`config.mk`:
```
export PLATFORM = sky130hd
export DESIGN_NAME = sif_irq_ctrl
export DESIGN_NICKNAME = d
export VERILOG_FILES = /design/src/rtl/sif_irq_pkg.sv /design/src/rtl/sif_bit_counter.sv /design/src/rtl/sif_addr_hold.sv /design/src/rtl/sif_flag_cell.sv /design/src/rtl/sif_irq_ctrl.sv
export SDC_FILE = /design/constraint.sdc
export NUM_CORES = 1
export LEC_CHECK = 0
export ABC_AREA = 1
export ABC_CLOCK_PERIOD_IN_PS = 1200
export BUFFER_PORTS_ARGS = -buffer_cell sky130_fd_sc_hd__clkbuf_2
export CAP_MARGIN = 0
export CORE_AREA = 2 2 43 45
export CTS_CLUSTER_SIZE = 40
export DETAILED_ROUTE_END_ITERATION = 6
export DIE_AREA = 0 0 45 47
export GPL_TIMING_DRIVEN = 1
export PLACE_DENSITY_LB_ADDON = 0.25
export SKIP_LAST_GASP = 1
export SYNTH_ARGS = -nofsm -noshare
export SYNTH_HDL_FRONTEND = slang
export SYNTH_SLANG_ARGS = --single-unit
```
`constraint.sdc`:
```
create_clock -name clk_i -period 1.2 [get_ports clk_i]
set_input_delay 0.12 -clock clk_i [delete_from_list [all_inputs] [get_ports clk_i]]
set_output_delay 0.12 -clock clk_i [all_outputs]
set_load 0.005 [all_outputs]
```
`src/rtl/sif_irq_pkg.sv`:
```
package sif_irq_pkg;
  typedef enum logic [1:0] {
    MODE_I2C     = 2'd0,
    MODE_SYNC    = 2'd1,
    MODE_FMTLESS = 2'd2
  } sif_mode_e;

  localparam int unsigned FLAG_BIT = 0;
  localparam int unsigned DMA_BIT  = 1;
  localparam int unsigned EN_BIT   = 2;
  localparam int unsigned SW_BIT   = 3;
  localparam int unsigned NUM_FLAGS = 2;
endpackage

```
`src/rtl/sif_bit_counter.sv`:
```
module sif_bit_counter
  import sif_irq_pkg::*;
#(
  parameter int unsigned SYNC_BITS = 8,
  parameter int unsigned FMT_BITS  = 9
) (
  input  logic       clk_i,
  input  logic       rst_ni,
  input  logic [1:0] mode_i,
  input  logic       rise_i,
  input  logic       start_i,
  output logic       fire_o
);
  localparam int unsigned MAX_BITS = (SYNC_BITS > FMT_BITS) ? SYNC_BITS : FMT_BITS;
  localparam int unsigned CNT_W    = $clog2(MAX_BITS + 1);

  logic [CNT_W-1:0] cnt_q, last_c;
  logic             active;

  always_comb begin
    active = (mode_i == MODE_SYNC) || (mode_i == MODE_FMTLESS);
    last_c = (mode_i == MODE_SYNC) ? CNT_W'(SYNC_BITS - 1) : CNT_W'(FMT_BITS - 1);
  end

  assign fire_o = active && rise_i && !start_i && (cnt_q >= last_c);

  always_ff @(posedge clk_i or negedge rst_ni) begin
    if (!rst_ni)                cnt_q <= '0;
    else if (!active || start_i) cnt_q <= '0;
    else if (rise_i)            cnt_q <= fire_o ? '0 : cnt_q + 1'b1;
  end

  assert_cnt_range_R1: assert property (@(posedge clk_i) disable iff (!rst_ni)
    cnt_q <= CNT_W'(MAX_BITS - 1));
endmodule

```
`src/rtl/sif_addr_hold.sv`:
```
module sif_addr_hold
  import sif_irq_pkg::*;
(
  input  logic       clk_i,
  input  logic       rst_ni,
  input  logic [1:0] mode_i,
  input  logic       slave_i,
  input  logic       match_i,
  input  logic       start_i,
  input  logic       stop_i,
  output logic       hold_o
);
  logic open_c;
  assign open_c = match_i && slave_i && (mode_i == MODE_I2C);

  always_ff @(posedge clk_i or negedge rst_ni) begin
    if (!rst_ni)               hold_o <= 1'b0;
    else if (open_c)           hold_o <= 1'b1;
    else if (start_i || stop_i) hold_o <= 1'b0;
  end
endmodule

```
`src/rtl/sif_flag_cell.sv`:
```
module sif_flag_cell (
  input  logic clk_i,
  input  logic rst_ni,
  input  logic set_i,
  input  logic clr_i,
  output logic q_o
);
  // set has priority so no event is lost
  always_ff @(posedge clk_i or negedge rst_ni) begin
    if (!rst_ni)     q_o <= 1'b0;
    else if (set_i)  q_o <= 1'b1;
    else if (clr_i)  q_o <= 1'b0;
  end
endmodule

```
`src/rtl/sif_irq_ctrl.sv`:
```
module sif_irq_ctrl
  import sif_irq_pkg::*;
#(
  parameter int unsigned SYNC_BITS = 8,
  parameter int unsigned FMT_BITS  = 9,
  parameter int unsigned REG_W     = 8
) (
  input  logic             clk_i,
  input  logic             rst_ni,
  input  logic [1:0]       mode_i,
  input  logic             tx_mode_i,
  input  logic             slave_mode_i,
  input  logic             bit_clk_rise_i,
  input  logic             start_det_i,
  input  logic             stop_det_i,
  input  logic             addr_match_i,
  input  logic             tx_move_i,
  input  logic             rx_move_i,
  input  logic             tx_empty_i,
  input  logic             rx_full_i,
  input  logic             dma_access_i,
  input  logic             reg_rd_i,
  input  logic             reg_wr_i,
  input  logic [REG_W-1:0] reg_wdata_i,
  output logic [REG_W-1:0] reg_rdata_o,
  output logic             int_flag_o,
  output logic             dma_req_o,
  output logic             irq_o
);
  logic fire, hold_q, arm_q, en_q;
  logic buf_ev, int_set, dma_set, cpu_clr, flag_clr;
  logic [NUM_FLAGS-1:0] set_v, q_v;

  sif_bit_counter #(.SYNC_BITS(SYNC_BITS), .FMT_BITS(FMT_BITS)) u_cnt (
    .clk_i, .rst_ni, .mode_i, .rise_i(bit_clk_rise_i), .start_i(start_det_i), .fire_o(fire)
  );

  sif_addr_hold u_hold (
    .clk_i, .rst_ni, .mode_i, .slave_i(slave_mode_i), .match_i(addr_match_i),
    .start_i(start_det_i), .stop_i(stop_det_i), .hold_o(hold_q)
  );

  always_comb begin
    buf_ev  = (start_det_i && tx_mode_i && tx_empty_i)
            || (tx_move_i && tx_empty_i)
            || (rx_move_i && rx_full_i);
    int_set = fire || (start_det_i && (mode_i == MODE_SYNC))
            || (reg_wr_i && reg_wdata_i[SW_BIT]) || buf_ev;
    dma_set = buf_ev && !hold_q;
    cpu_clr = reg_wr_i && !reg_wdata_i[FLAG_BIT] && arm_q;
    flag_clr = cpu_clr || dma_access_i;
  end

  assign set_v[FLAG_BIT] = int_set;
  assign set_v[DMA_BIT]  = dma_set;

  for (genvar g = 0; g < NUM_FLAGS; g++) begin : g_flag
    sif_flag_cell u_cell (
      .clk_i, .rst_ni, .set_i(set_v[g]), .clr_i(flag_clr), .q_o(q_v[g])
    );
  end

  assign int_flag_o = q_v[FLAG_BIT];
  assign dma_req_o  = q_v[DMA_BIT];

  always_ff @(posedge clk_i or negedge rst_ni) begin
    if (!rst_ni) begin
      arm_q <= 1'b0;
      en_q  <= 1'b0;
    end else begin
      if (reg_wr_i) begin
        arm_q <= 1'b0;
        en_q  <= reg_wdata_i[EN_BIT];
      end else if (reg_rd_i && int_flag_o) begin
        arm_q <= 1'b1;
      end
    end
  end

  always_comb begin
    reg_rdata_o           = '0;
    reg_rdata_o[FLAG_BIT] = int_flag_o;
    reg_rdata_o[DMA_BIT]  = dma_req_o;
    reg_rdata_o[EN_BIT]   = en_q;
  end

  assign irq_o = int_flag_o && en_q;

  assert_wr1_keeps_R6: assert property (@(posedge clk_i) disable iff (!rst_ni)
    int_flag_o && reg_wr_i && reg_wdata_i[FLAG_BIT] && !dma_access_i |=> int_flag_o);
  assert_unarmed_keeps_R6: assert property (@(posedge clk_i) disable iff (!rst_ni)
    int_flag_o && !arm_q && !dma_access_i |=> int_flag_o);
  assert_dma_clear_R7: assert property (@(posedge clk_i) disable iff (!rst_ni)
    dma_access_i && !int_set |=> !int_flag_o && !dma_req_o);
  assert_hold_blocks_R8: assert property (@(posedge clk_i) disable iff (!rst_ni)
    hold_q && !dma_req_o |=> !dma_req_o);
  assert_set_wins_R9: assert property (@(posedge clk_i) disable iff (!rst_ni)
    int_set |=> int_flag_o);
  assert_irq_flag_R10: assert property (@(posedge clk_i) disable iff (!rst_ni)
    irq_o |-> int_flag_o);
endmodule

```
Yosys cells after proc, flatten, opt, wreduce, memory -nomap -nowiden
Index checks and enable logic that the tools add are counted.
{"block": "word_totals", "register_bits": 9, "inputBits": 25, "out_inout_bits": 11, "elab_cells": 56}
{"block": "classes", "n_addsub": 1, "order_cmp": 1, "n_eq_ne": 2, "n_mux": 11, "reduce_logical": 35}
{"operator": "1-bit logical AND", "n": 16}
{"operator": "4-bit two-way mux", "n": 4}
{"operator": "2-bit nonzero test", "n": 5}
{"operator": "1-bit logical OR", "n": 9}
{"operator": "1-bit two-way mux", "n": 7}
{"operator": "4-bit by 1-bit adder with 4-bit output, second input constant", "n": 1}
{"operator": "4-bit greater-or-equal comparator", "n": 1}
{"operator": "1-bit zero test", "n": 4}
{"operator": "2-bit by 1-bit == test with 1-bit output, second input constant", "n": 1}
{"operator": "2-bit == test, second input constant", "n": 1}
{"operator": "2-bit zero test", "n": 1}

Depth between registers and ports, before layout
{"block": "logic_depth", "ltp_word": 9, "depth_mapped": 11, "depth_no_buf": 11}

Hierarchy
From an unflattened synthesis, not the netlist that was laid out.
{"block": "unflattened", "cells_unflattened": 105, "area_unflattened_um2": 683.2}
{"module": "sif_bit_counter", "n_inst": 1, "cells_per_inst": 50, "area_each_um2": 330.3, "seq_area_each_um2": 100.1}
{"module": "sif_irq_ctrl", "n_inst": 1, "cells_per_inst": 37, "area_each_um2": 221.5, "seq_area_each_um2": 50.0}
{"module": "sif_flag_cell", "n_inst": 2, "cells_per_inst": 5, "area_each_um2": 40.0, "seq_area_each_um2": 25.0}
{"module": "sif_addr_hold", "n_inst": 1, "cells_per_inst": 8, "area_each_um2": 51.3, "seq_area_each_um2": 25.0}

Worst setup path before layout
Ideal clock, no wire load.
{"block": "synth_timing", "path_type": "register to register", "from": "register u_cnt.cnt_q[1]", "to": "register u_cnt.cnt_q[3]", "setup_ns": 0.116, "t_arrival_ns": 0.963, "required_ns": 1.084, "slack_ns": 0.120, "stages_incl_launch_ff": 7, "path_buffers": 0, "period_less_slack_ns": 1.080, "cell_sequence": "dfrtp_1 ha_1 o21ai_2 nand2_2 nand2_2 nand2_1 nand2_1"}
{"block": "synth_between", "elab_chain_cells": 5, "word_cells_on_any_way": 6, "cone_classes": "add/sub (1); order compare (1); mux (3); reduce/logical (1)"}
{"element": "from (decl)", "line": "sif_bit_counter.sv:17", "text": "logic [CNT_W-1:0] cnt_q, last_c;"}
{"element": "from (signal assigned)", "line": "sif_bit_counter.sv:30", "text": "else if (rise_i) cnt_q <= fire_o ? '0 : cnt_q + 1'b1;"}
{"element": "4-bit greater-or-equal comparator", "line": "sif_bit_counter.sv:25", "text": "assign fire_o = active && rise_i && !start_i && (cnt_q >= last_c);"}
{"element": "1-bit logical AND", "line": "sif_bit_counter.sv:25"}
{"element": "4-bit two-way mux (*) (2 in series)", "line": "sif_bit_counter.sv:30"}
{"element": "4-bit two-way mux (*)", "line": "sif_bit_counter.sv:29", "text": "else if (!active || start_i) cnt_q <= '0;"}
Mark *: on every way between the ends. The rest lies on a longest branch, timed or not. The select of a mux whose other input is x is not followed.
A chain may end at the register's enable or synchronous reset.

Worst setup path after layout
{"block": "layout_timing", "from": "register u_cnt.cnt_q[1]", "to": "register u_cnt.cnt_q[2]"}
The elaborated chain is that of the path after synthesis.

==> flow_summary.yaml <==
status:
  status: "finished clean"
yosys:
  synth_top_area_share_pct: 34.0
  syn_inst: 92
  synthFlopType: "dfrtp_1"
  synth_top_area_cell: "dfrtp_1"
  syn_avg_cell_area_um2: 7.21
  syn_area_um2: 663
  postSynth.asyncResetShare_pct: 100
  yosys.cell_types.count: 19
  synth-edff-count: 0
  seq_area_frac_synth_pct: 34.0
  synth_seq_cells: 9
  synth.area.top_cells: "dfrtp_1 (34%), nand2_1 (15%), ha_1 (9.4%)"
  synth_warnings: 0
placement:
  port_buffers: 25
  gp_congestion: 0.789
  pre_cts_ws_ns: -0.0277
  dpl.hpwl_um: 1020
  place_inst: 132
power:
  p_sw_uw: 198
  clkPwrFrac_pct: 32.5
  p_int_uw: 526
  p_leak_nw: 0.496
  switching_share_pct: 27.3
  p_per_area_nw_per_um2: 854
  combinationalPowerShare_pct: 21.0
  seqPwrFrac_pct: 46.5
  vdd_drop_max_mv: 0.535
  power_uw: 723
setup_path:
  worstSetupStartpoint: "u_cnt.cnt_q[1]"
  cp.required_ns: 1.35
  reg2reg_from: "u_cnt.cnt_q[1]"
  critPathLaunchType: "register"
  end_kind: "register"
  worstPathArrival_ns: 1.28
  critPathKind: "register to register"
  cp_max_fo: 4
global_route:
  grt_pass1_wl_um: 2050
  antenna_found_initial: 0
  grt-ovfl-total: 0
  grt_pass1_vias: 535
  track_usage_pct: 13.7
  grt_max_degree: 10
job:
  cap_violations: 0
hold_path:
  hold_class: "primary input to register"
  holdCritStartpoint: "stop_det_i"
final_layout:
  drive_gt1_share_pct: 34.7
  final_cells: 138
  syn_to_final_growth_pct: 27.7
  fillers: 175
  antennaDiodeCount: 0
  fin_nets: 152
routing:
  ant_nets: 0
  post_drt_wl_per_cell_um: 9.05
  avgViaCountPerCell: 4.51
  drt_pass1_iterations: 4
  routed_wl_um: 1250
  num_vias: 623
  drc: 0
  drtIter0Drc: 5
sta:
  setup_viol: 0
  finalClockSkew_ns: 0.00496
  fin_crit_ns: 1.13
  layout_setup_ws_ns: 0.0698
  rsz0062_at_grt: "yes"
  drv_slew: 0
  hold_viol: 0
  max_freq_mhz: 885
  finalSetupTns_ns: 0
  fin_crit_sh_pct: 94.2
clocking:
  max-clock-path-buffers: 2
  clk_latency_ns: 0.26
  cts_buffers: 3
  path_clk_slew_ns: 0.06
  htree_levels: 1
  numClockSinks: 9
  cts-root-buf: "clkbuf_4"
  cts_tree: "built"
die:
  rows: 15
  ios: 36
  coreArea_um2: 1650
  die_x_um: 45
  dieArea_um2: 2120
  initial_core_util_pct: 40.2
  fp.dieH_um: 47
kinds of logic after synthesis:
group / after synthesis / share of synthesized area [%]
compound gates: 4 / 3.96
xor+xnor: 1 / 1.32
fa+ha+maj: 5 / 9.43
buf+inv: 22 / 17.0
flops: 9 / 34.0
mux: 1 / 1.70
other cells: 1 / 0.565
simple gates: 49 / 32.1
per-stage QoR:
step                      hold WS (ns)  instance area, µm²  util [%]
after floorplan                 -0.176                 678         -
after global placement         -0.0113                 779      47.2
after detailed placement      -0.00782                 779      47.2
after CTS                       0.0295                 816      49.4
after global routing            0.0283                 847      51.3
final                           0.0393                 847      51.3
cell usage after synthesis (2+ instances only):
master,n
nand3_1,9
buf_4,8
inv_1,13
ha_1,5
nand2_1,26
nand2_2,2
nor2_1,9
dfrtp_1,9
metal layers:
layer / up-vias / track usage, % / wire length (µm) / share of wire, %
met5: - / 0 / 0 / 0
met4: 0 / 5.29 / 0 / 0
met3: 0 / 5.00 / 88 / 7.0
met2: 18 / 23.4 / 613 / 49
met1: 275 / 15.6 / 547 / 44
li1: 330 / - / - / -
placed cells by master (no fill, tap or decap):
master	n
xnor2_1	1
nand3_2	1
nand3b_1	1
dfrtp_1	8
nand2_2	2
inv_1	12
clkbuf_2	25
clkbuf_1	1
nor2_1	8
inv_2	2
mux2_2	1
clkbuf_4	3
nand3_1	9
o21ai_2	1
nand4_1	1
dlygate4sd3_1	1
conb_1	5
nand2_4	1
ha_4	1
nor2_2	1
nand2_1	25
dfrtp_2	1
ha_1	4
a21oi_1	1
o31ai_1	1
o21ai_0	1
buf_4	3
area by class of cell:
| cell class | instances | area [µm²] | area share [%] |
|---|---|---|---|
| tap | 17 | 21.3 | 2.51 |
| sequential | 9 | 226 | 26.7 |
| clock buffer | 4 | 26.3 | 3.10 |
| multi-input combinational | 65 | 363 | 42.8 |
| timing repair buffer | 29 | 158 | 18.6 |
| inverter | 14 | 52.6 | 6.20 |
state kept, by name (all words and copies together), names as in the netlist:
signal / cells
u_cnt.cnt_q: 4
g_flag.u_cell.q_o: 2
arm_q: 1
en_q: 1
u_hold.hold_o: 1
power groups by stage:
stage	Clock, mW	Sequential (mW)	Combinational (mW)
after floorplan	0	0.341	0.0942
after global placement	0	0.341	0.145
after detailed placement	0	0.342	0.146
after CTS	0.246	0.336	0.150
final	0.235	0.336	0.152
after global routing	0.261	0.339	0.179
final timing paths:
path / endpoint / slack [ns] / depth (start not counted)
hold reg to reg: arm_q / 0.50 / 2
max in group asynchronous: u_cnt.cnt_q[1] / 0.74 / 2
setup reg to reg: u_cnt.cnt_q[2] / 0.07 / 6
hold / removal: u_hold.hold_o / 0.04 / 2
min in group asynchronous: u_hold.hold_o / 0.25 / 2
setup / recovery: u_cnt.cnt_q[2] / 0.07 / 6
what timing repair did:
item,4_1_cts,5_1_grt
setup endpoints to repair,0,5
setup buffers,0,1
endpoints found under the hold margin,9,0
resized for setup,0,7
hold buffers,1,0
critical path, cell delays in order (launching register included):
cell and delay (ns):
dfrtp_2 0.44, ha_4 0.27, o21ai_2 0.05, nand2_2 0.09, nand2_4 0.06, nand2_1 0.06
nand2_1 0.05
(Power assumes the default switching activity.)
